`src/rtl/tmr_pkg.sv`:
```
package tmr_pkg;

    typedef enum logic [1:0] {
        CNT_RUN        = 2'd0,
        CNT_EXPIRED    = 2'd1,
        CNT_ZERO_ARMED = 2'd2
    } cnt_state_e;

    // register index = byte offset [3:2]
    localparam logic [1:0] REG_LOAD   = 2'd0;
    localparam logic [1:0] REG_COUNT  = 2'd1;
    localparam logic [1:0] REG_CTRL   = 2'd2;
    localparam logic [1:0] REG_STATUS = 2'd3;

    // control word bit positions
    localparam int CTL_EN_BIT    = 0;
    localparam int CTL_AUTO_BIT  = 1;
    localparam int CTL_IE_BIT    = 2;
    localparam int CTL_PRESC_LSB = 8;

endpackage

```
`src/rtl/tmr_prescaler.sv`:
```
module tmr_prescaler #(
    parameter int PRESC_W = 8
) (
    input  logic               clk,
    input  logic               rst_n,
    input  logic               run,
    input  logic               restart,
    input  logic [PRESC_W-1:0] limit,
    output logic               tick
);
    logic [PRESC_W-1:0] phase_q;

    always_comb begin
        tick = run && !restart && (phase_q == limit);
    end

    always_ff @(posedge clk) begin
        if (!rst_n) begin
            phase_q <= '0;
        end else if (!run || restart || tick) begin
            phase_q <= '0;
        end else begin
            phase_q <= phase_q + 1'b1;
        end
    end
endmodule

```
`src/rtl/tmr_count_fsm.sv`:
```
module tmr_count_fsm
    import tmr_pkg::*;
#(
    parameter int CNT_W = 32
) (
    input  logic             clk,
    input  logic             rst_n,
    input  logic             tick,
    input  logic             set_valid,
    input  logic [CNT_W-1:0] set_value,
    input  logic             auto_rl,
    input  logic [CNT_W-1:0] reload_val,
    output logic [CNT_W-1:0] count,
    output logic             zero_evt
);
    cnt_state_e       state_q, state_d;
    logic [CNT_W-1:0] cnt_q, cnt_d;

    // state register
    always_ff @(posedge clk) begin
        if (!rst_n) begin
            state_q <= CNT_ZERO_ARMED;
            cnt_q   <= '0;
        end else begin
            state_q <= state_d;
            cnt_q   <= cnt_d;
        end
    end

    // next state and next count
    always_comb begin
        state_d = state_q;
        cnt_d   = cnt_q;
        if (set_valid) begin
            cnt_d   = set_value;
            state_d = (set_value == '0) ? CNT_ZERO_ARMED : CNT_RUN;
        end else if (tick) begin
            unique case (state_q)
                CNT_RUN: begin
                    if (cnt_q <= CNT_W'(1)) begin
                        cnt_d   = '0;
                        state_d = CNT_EXPIRED;
                    end else begin
                        cnt_d = cnt_q - 1'b1;
                    end
                end
                CNT_EXPIRED, CNT_ZERO_ARMED: begin
                    if (auto_rl) begin
                        cnt_d   = reload_val;
                        state_d = (reload_val == '0) ? CNT_ZERO_ARMED : CNT_RUN;
                    end
                end
                default: begin
                    cnt_d   = '0;
                    state_d = CNT_ZERO_ARMED;
                end
            endcase
        end
    end

    // outputs
    always_comb begin
        zero_evt = 1'b0;
        if (!set_valid && tick) begin
            unique case (state_q)
                CNT_RUN:        zero_evt = (cnt_q <= CNT_W'(1));
                CNT_ZERO_ARMED: zero_evt = auto_rl;
                default:        zero_evt = 1'b0;
            endcase
        end
    end

    assign count = cnt_q;
endmodule

```
`src/rtl/tmr_regs.sv`:
```
module tmr_regs
    import tmr_pkg::*;
#(
    parameter int DATA_W  = 32,
    parameter int ADDR_W  = 4,
    parameter int PRESC_W = 8
) (
    input  logic               clk,
    input  logic               rst_n,
    input  logic               bus_wr,
    input  logic [ADDR_W-1:0]  bus_addr,
    input  logic [DATA_W-1:0]  bus_wdata,
    output logic [DATA_W-1:0]  bus_rdata,
    input  logic [DATA_W-1:0]  count,
    input  logic               zero_evt,
    output logic [DATA_W-1:0]  load_val,
    output logic               ctl_en,
    output logic               ctl_auto,
    output logic               ctl_ie,
    output logic [PRESC_W-1:0] ctl_presc,
    output logic               cnt_set,
    output logic               evt_flag
);
    localparam int PRESC_MSB = CTL_PRESC_LSB + PRESC_W - 1;

    logic [1:0] reg_sel;
    logic       wr_load, wr_count, wr_ctrl, wr_status;

    always_comb begin
        reg_sel   = bus_addr[3:2];
        wr_load   = bus_wr && (reg_sel == REG_LOAD);
        wr_count  = bus_wr && (reg_sel == REG_COUNT);
        wr_ctrl   = bus_wr && (reg_sel == REG_CTRL);
        wr_status = bus_wr && (reg_sel == REG_STATUS);
        cnt_set   = wr_load || wr_count;
    end

    always_ff @(posedge clk) begin
        if (!rst_n) begin
            load_val  <= '0;
            ctl_en    <= 1'b0;
            ctl_auto  <= 1'b0;
            ctl_ie    <= 1'b0;
            ctl_presc <= '0;
        end else begin
            if (wr_load) begin
                load_val <= bus_wdata;
            end
            if (wr_ctrl) begin
                ctl_en    <= bus_wdata[CTL_EN_BIT];
                ctl_auto  <= bus_wdata[CTL_AUTO_BIT];
                ctl_ie    <= bus_wdata[CTL_IE_BIT];
                ctl_presc <= bus_wdata[PRESC_MSB:CTL_PRESC_LSB];
            end
        end
    end

    // sticky event bit: a one-write clear outranks a same-cycle expiry
    always_ff @(posedge clk) begin
        if (!rst_n) begin
            evt_flag <= 1'b0;
        end else if (wr_status && bus_wdata[0]) begin
            evt_flag <= 1'b0;
        end else if (zero_evt) begin
            evt_flag <= 1'b1;
        end
    end

    always_comb begin
        bus_rdata = '0;
        unique case (reg_sel)
            REG_LOAD:  bus_rdata = load_val;
            REG_COUNT: bus_rdata = count;
            REG_CTRL: begin
                bus_rdata[CTL_EN_BIT]              = ctl_en;
                bus_rdata[CTL_AUTO_BIT]            = ctl_auto;
                bus_rdata[CTL_IE_BIT]              = ctl_ie;
                bus_rdata[PRESC_MSB:CTL_PRESC_LSB] = ctl_presc;
            end
            REG_STATUS: bus_rdata[0] = evt_flag;
            default:    bus_rdata = '0;
        endcase
    end
endmodule

```
`src/rtl/tmr_down_timer.sv`:
```
module tmr_down_timer #(
    parameter int DATA_W  = 32,
    parameter int ADDR_W  = 4,
    parameter int PRESC_W = 8
) (
    input  logic              clk,
    input  logic              rst_n,
    input  logic              bus_wr,
    input  logic [ADDR_W-1:0] bus_addr,
    input  logic [DATA_W-1:0] bus_wdata,
    output logic [DATA_W-1:0] bus_rdata,
    output logic              irq
);
    logic [DATA_W-1:0]  load_val;
    logic [DATA_W-1:0]  count;
    logic               ctl_en, ctl_auto, ctl_ie;
    logic [PRESC_W-1:0] ctl_presc;
    logic               cnt_set;
    logic               evt_flag;
    logic               zero_evt;
    logic               tick;

    tmr_regs #(
        .DATA_W (DATA_W),
        .ADDR_W (ADDR_W),
        .PRESC_W(PRESC_W)
    ) u_regs (
        .clk      (clk),
        .rst_n    (rst_n),
        .bus_wr   (bus_wr),
        .bus_addr (bus_addr),
        .bus_wdata(bus_wdata),
        .bus_rdata(bus_rdata),
        .count    (count),
        .zero_evt (zero_evt),
        .load_val (load_val),
        .ctl_en   (ctl_en),
        .ctl_auto (ctl_auto),
        .ctl_ie   (ctl_ie),
        .ctl_presc(ctl_presc),
        .cnt_set  (cnt_set),
        .evt_flag (evt_flag)
    );

    tmr_prescaler #(
        .PRESC_W(PRESC_W)
    ) u_presc (
        .clk    (clk),
        .rst_n  (rst_n),
        .run    (ctl_en),
        .restart(cnt_set),
        .limit  (ctl_presc),
        .tick   (tick)
    );

    tmr_count_fsm #(
        .CNT_W(DATA_W)
    ) u_fsm (
        .clk       (clk),
        .rst_n     (rst_n),
        .tick      (tick),
        .set_valid (cnt_set),
        .set_value (bus_wdata),
        .auto_rl   (ctl_auto),
        .reload_val(load_val),
        .count     (count),
        .zero_evt  (zero_evt)
    );

    assign irq = evt_flag && ctl_ie;
endmodule

```
`config.mk`:
```
export PLATFORM = sky130hd
export DESIGN_NAME = tmr_down_timer
export DESIGN_NICKNAME = d
export VERILOG_FILES = /design/src/rtl/tmr_pkg.sv /design/src/rtl/tmr_prescaler.sv /design/src/rtl/tmr_count_fsm.sv /design/src/rtl/tmr_regs.sv /design/src/rtl/tmr_down_timer.sv
export SDC_FILE = /design/constraint.sdc
export NUM_CORES = 1
export LEC_CHECK = 0
export BUFFER_PORTS_ARGS = -buffer_cell sky130_fd_sc_hd__buf_2
export CORE_MARGIN = 2
export CORE_UTILIZATION = 55
export CTS_CLUSTER_SIZE = 14
export DETAILED_ROUTE_END_ITERATION = 8
export GPL_TIMING_DRIVEN = 0
export PLACE_DENSITY_LB_ADDON = 0.12
export REMOVE_ABC_BUFFERS = 1
export SLEW_MARGIN = 20
export SYNTH_ARGS = -nofsm -noshare
export SYNTH_HDL_FRONTEND = slang
export SYNTH_HIERARCHICAL = 1
export SYNTH_SLANG_ARGS = --single-unit
```
`constraint.sdc`:
```
create_clock -name clk -period 5.7 [get_ports clk]
set_input_delay 0.57 -clock clk [delete_from_list [all_inputs] [get_ports clk]]
set_output_delay 0.57 -clock clk [all_outputs]
set_load 0.02 [all_outputs]
```
==> impl_metrics.toml <==
[outcome]
status = "completed"

[worst_setup_path]
cp-end-kind = "flop"
critPathBufInv = 0
critPathRequiredTime_ns = 5.97
startpoint_type = "flop"
cp_slowest_cell = "nand3_1"
criticalPathCategory = "reg -> reg"
cp.arrival_ns = 3.83
crit_family = "simple AND/OR/NAND/NOR gates"
max_stage_delay_ns = 0.86
worstPathCellList = "xor2_2 > nor4_4 > and4b_1 > nand2b_1 > nor3_2 > nand3_1 > o2bb2ai_1"
path_max_fanout = 23

[die]
die_h_um = 104.2
num_rows = 36
io_pins = 72
dieWidth_um = 104.2
start_util_pct = 56.53
core-area_um2 = 9774
die-area_um2 = 10860

[clock_tree]
ctsResizeCount = 0
cts_tree = "yes"
insertion_delay_ns = 0.37
clkSinkCount = 86
cts_setup_buffers = 0
cts_buffers = 9
clk_pin_slew_worst_paths_ns = 0.09
ctsHoldBuffers = 0
clockRootBuffer = "clkbuf_8"
htree_levels = 3
max-clock-path-buffers = 2

[timing]
relSlewSlack_pct = 29.17
tightest_slew_ns = 1.063
fin_skew_ns = 0.008051
min_period_over_period_pct = 62.49
drv_slew = 0
rsz0062_at_grt = "no"
fin_crit_ns = 3.562
hold_violations = 0
setup_violations = 0
tns_ns = 0
fmax_ghz = 0.2807

[placed_design]
hpwl_um = 10650
dpl-instance-area_um2 = 5918
gp_congestion = 0.8503
port_buffers = 69

[synthesis]
synth_cell_types = 51
synth_top_cell_area_share_pct = 31.16
yosysMostFrequentCell = "nand2_1"
synth_top_cells_by_area = "dfxtp_1 (31%), mux2i_1 (13%), nand2_1 (9.5%)"
synth_edf_count = 0
ys_seq_area_share_pct = 31.16
synth_area_per_cell_um2 = 8.198
synthCells = 674
synthTopCellsByCount = "nand2_1 (140), dfxtp_1 (86), mux2i_1 (74)"
ys_ff_latch = 86
ys_warn_count = 6
ys.flop_type = "dfxtp_1"
synth_top_cell_by_area = "dfxtp_1"
ys_async_sr_fraction_pct = 0
synth_area_um2 = 5525

[routing]
avgViaCountPerCell = 6.284
first_iter_violations = 409
vias = 5360
drt_wl_total_um = 15280
routedWlPerCell_um = 17.91
ant_nets = 0
drc = 0
drt_pass1_iterations = 5

[finish]
diodes = 0
drive_gt1_share_pct = 15.42
fillers = 884
postLayoutCellArea_um2 = 6141
area_growth_pct = 11.14
fin_nets = 760

[pwr]
power.density_nw_per_um2 = 233.1
power_mw = 1.431
p_leak_nw = 2.402
ir_drop_mv = 0.1268

[min_path]
holdCritPathClass = "in -> reg"

[grt]
antenna_found_initial = 0
grt_max_degree = 69
grt.total_usage_pct = 28.02
grt_pass1_wl_um = 24920
overflow = 0
grt_pass1_vias = 4938

[job]
cap_viol_max_count = 0
-- stage by stage --
stage,utilization (%),instances,hold WS [ns],setup slack (ns)
6_report,62.83,853,0.4563,2.138
5_1_grt,62.83,853,0.4715,1.994
4_1_cts,62.83,853,0.4546,2.207
3_5_place_dp,60.55,837,0.4827,1.859
3_3_place_gp,58.78,827,0.4672,-2.383
2_1_floorplan,-,625,0.4463,1.060
-- state kept, by name (all words and copies together), names as in the netlist --
register	count
u_regs/evt_flag	1
u_regs/load_val	32
u_regs/ctl_auto	1
u_regs/ctl_presc	8
u_fsm/count	32
u_presc/phase_q	8
u_regs/ctl_ie	1
u_fsm/state_q	2
u_regs/ctl_en	1
-- power breakdown --
part | switching (mW) | internal [mW] | total (mW)
sequential | 0.0277 | 0.620 | 0.648
combinational | 0.177 | 0.118 | 0.295
clock | 0.232 | 0.257 | 0.489
total | 0.436 | 0.996 | 1.43
-- final cells by class --
type | instances | area (um^2) | share of cell area, %
clock buffer | 10 | 137.6 | 2.241
clock inverter | 6 | 85.08 | 1.385
inverter | 7 | 26.28 | 0.4279
multi-input combinational | 532 | 3513 | 57.21
sequential | 86 | 1722 | 28.04
tap | 133 | 166.4 | 2.710
timing repair buffer | 79 | 490.5 | 7.987
-- worst reg2reg max path, stage by stage (launching register included) --
cell and delay [ns]:
dfxtp_1 0.53, xor2_2 0.14, nor4_4 0.55, and4b_1 0.36, nand2b_1 0.12, nor3_2 0.50, nand3_1 0.87, o2bb2ai_1 0.41
-- logic make-up (layout without fill, tap and decap cells) --
logic type	count (synthesis)	after routing	synth area share [%]
AND/OR/NAND/NOR	300	300	26.72
AO/OA/AOI/OAI	114	114	15.20
flip-flops	86	86	31.16
multiplexers	75	75	13.81
buffers and inverters	56	102	5.752
XOR/XNOR	37	37	6.001
adder cells (fa/ha/maj)	6	6	1.359
-- layer usage --
layer / vias to the layer above / routed length [um] / global-route usage (%) / part of all wire, %
li1: 2517 / - / - / -
met1: 2595 / 6723 / 36.57 / 44
met2: 207 / 7298 / 46.38 / 48
met3: 41 / 865 / 4.637 / 5.7
met4: 0 / 393 / 10.81 / 2.6
met5: - / 0 / 0 / 0
-- cell usage in the layout (no fill, tap or decap), drive strengths merged, types with 3 or more instances in the layout --
| cell type | netlist | routed |
|---|---|---|
| a221oi | 8 | 8 |
| dfxtp | 86 | 86 |
| ha | 6 | 6 |
| nor2b | 5 | 5 |
| nor3b | 3 | 3 |
| o211ai | 23 | 23 |
| a211oi | 5 | 5 |
| nand4 | 12 | 12 |
| nand2b | 9 | 9 |
| o31a | 4 | 4 |
| xnor2 | 20 | 20 |
| nor4 | 31 | 31 |
| buf | 21 | 79 |
| nor2 | 36 | 36 |
| clkbuf | 28 | 10 |
| mux2i | 74 | 74 |
| inv | 7 | 7 |
| o21ai | 26 | 26 |
| a21oi | 6 | 6 |
| nand3 | 33 | 33 |
| xor2 | 17 | 17 |
| o2bb2ai | 33 | 33 |
| or4 | 4 | 4 |
| or3 | 7 | 7 |
| nand2 | 140 | 140 |
| nor3 | 8 | 8 |
-- path summary, 6_finish.rpt --
kind         slack, ns                               end                          start  cells after the start
max reg2reg       2.14       u_fsm/count[4]$_SDFFE_PN0P_  u_presc/phase_q[3]$_SDFF_PP0_                      7
min reg2reg       0.49        u_regs/ctl_ie$_SDFFE_PN0P_     u_regs/ctl_ie$_SDFFE_PN0P_                      2
max               2.14       u_fsm/count[4]$_SDFFE_PN0P_  u_presc/phase_q[3]$_SDFF_PP0_                      7
min               0.46  u_regs/load_val[16]$_SDFFE_PN0P_                  bus_wdata[16]                      3
Power figures use the tool's default switching activity.
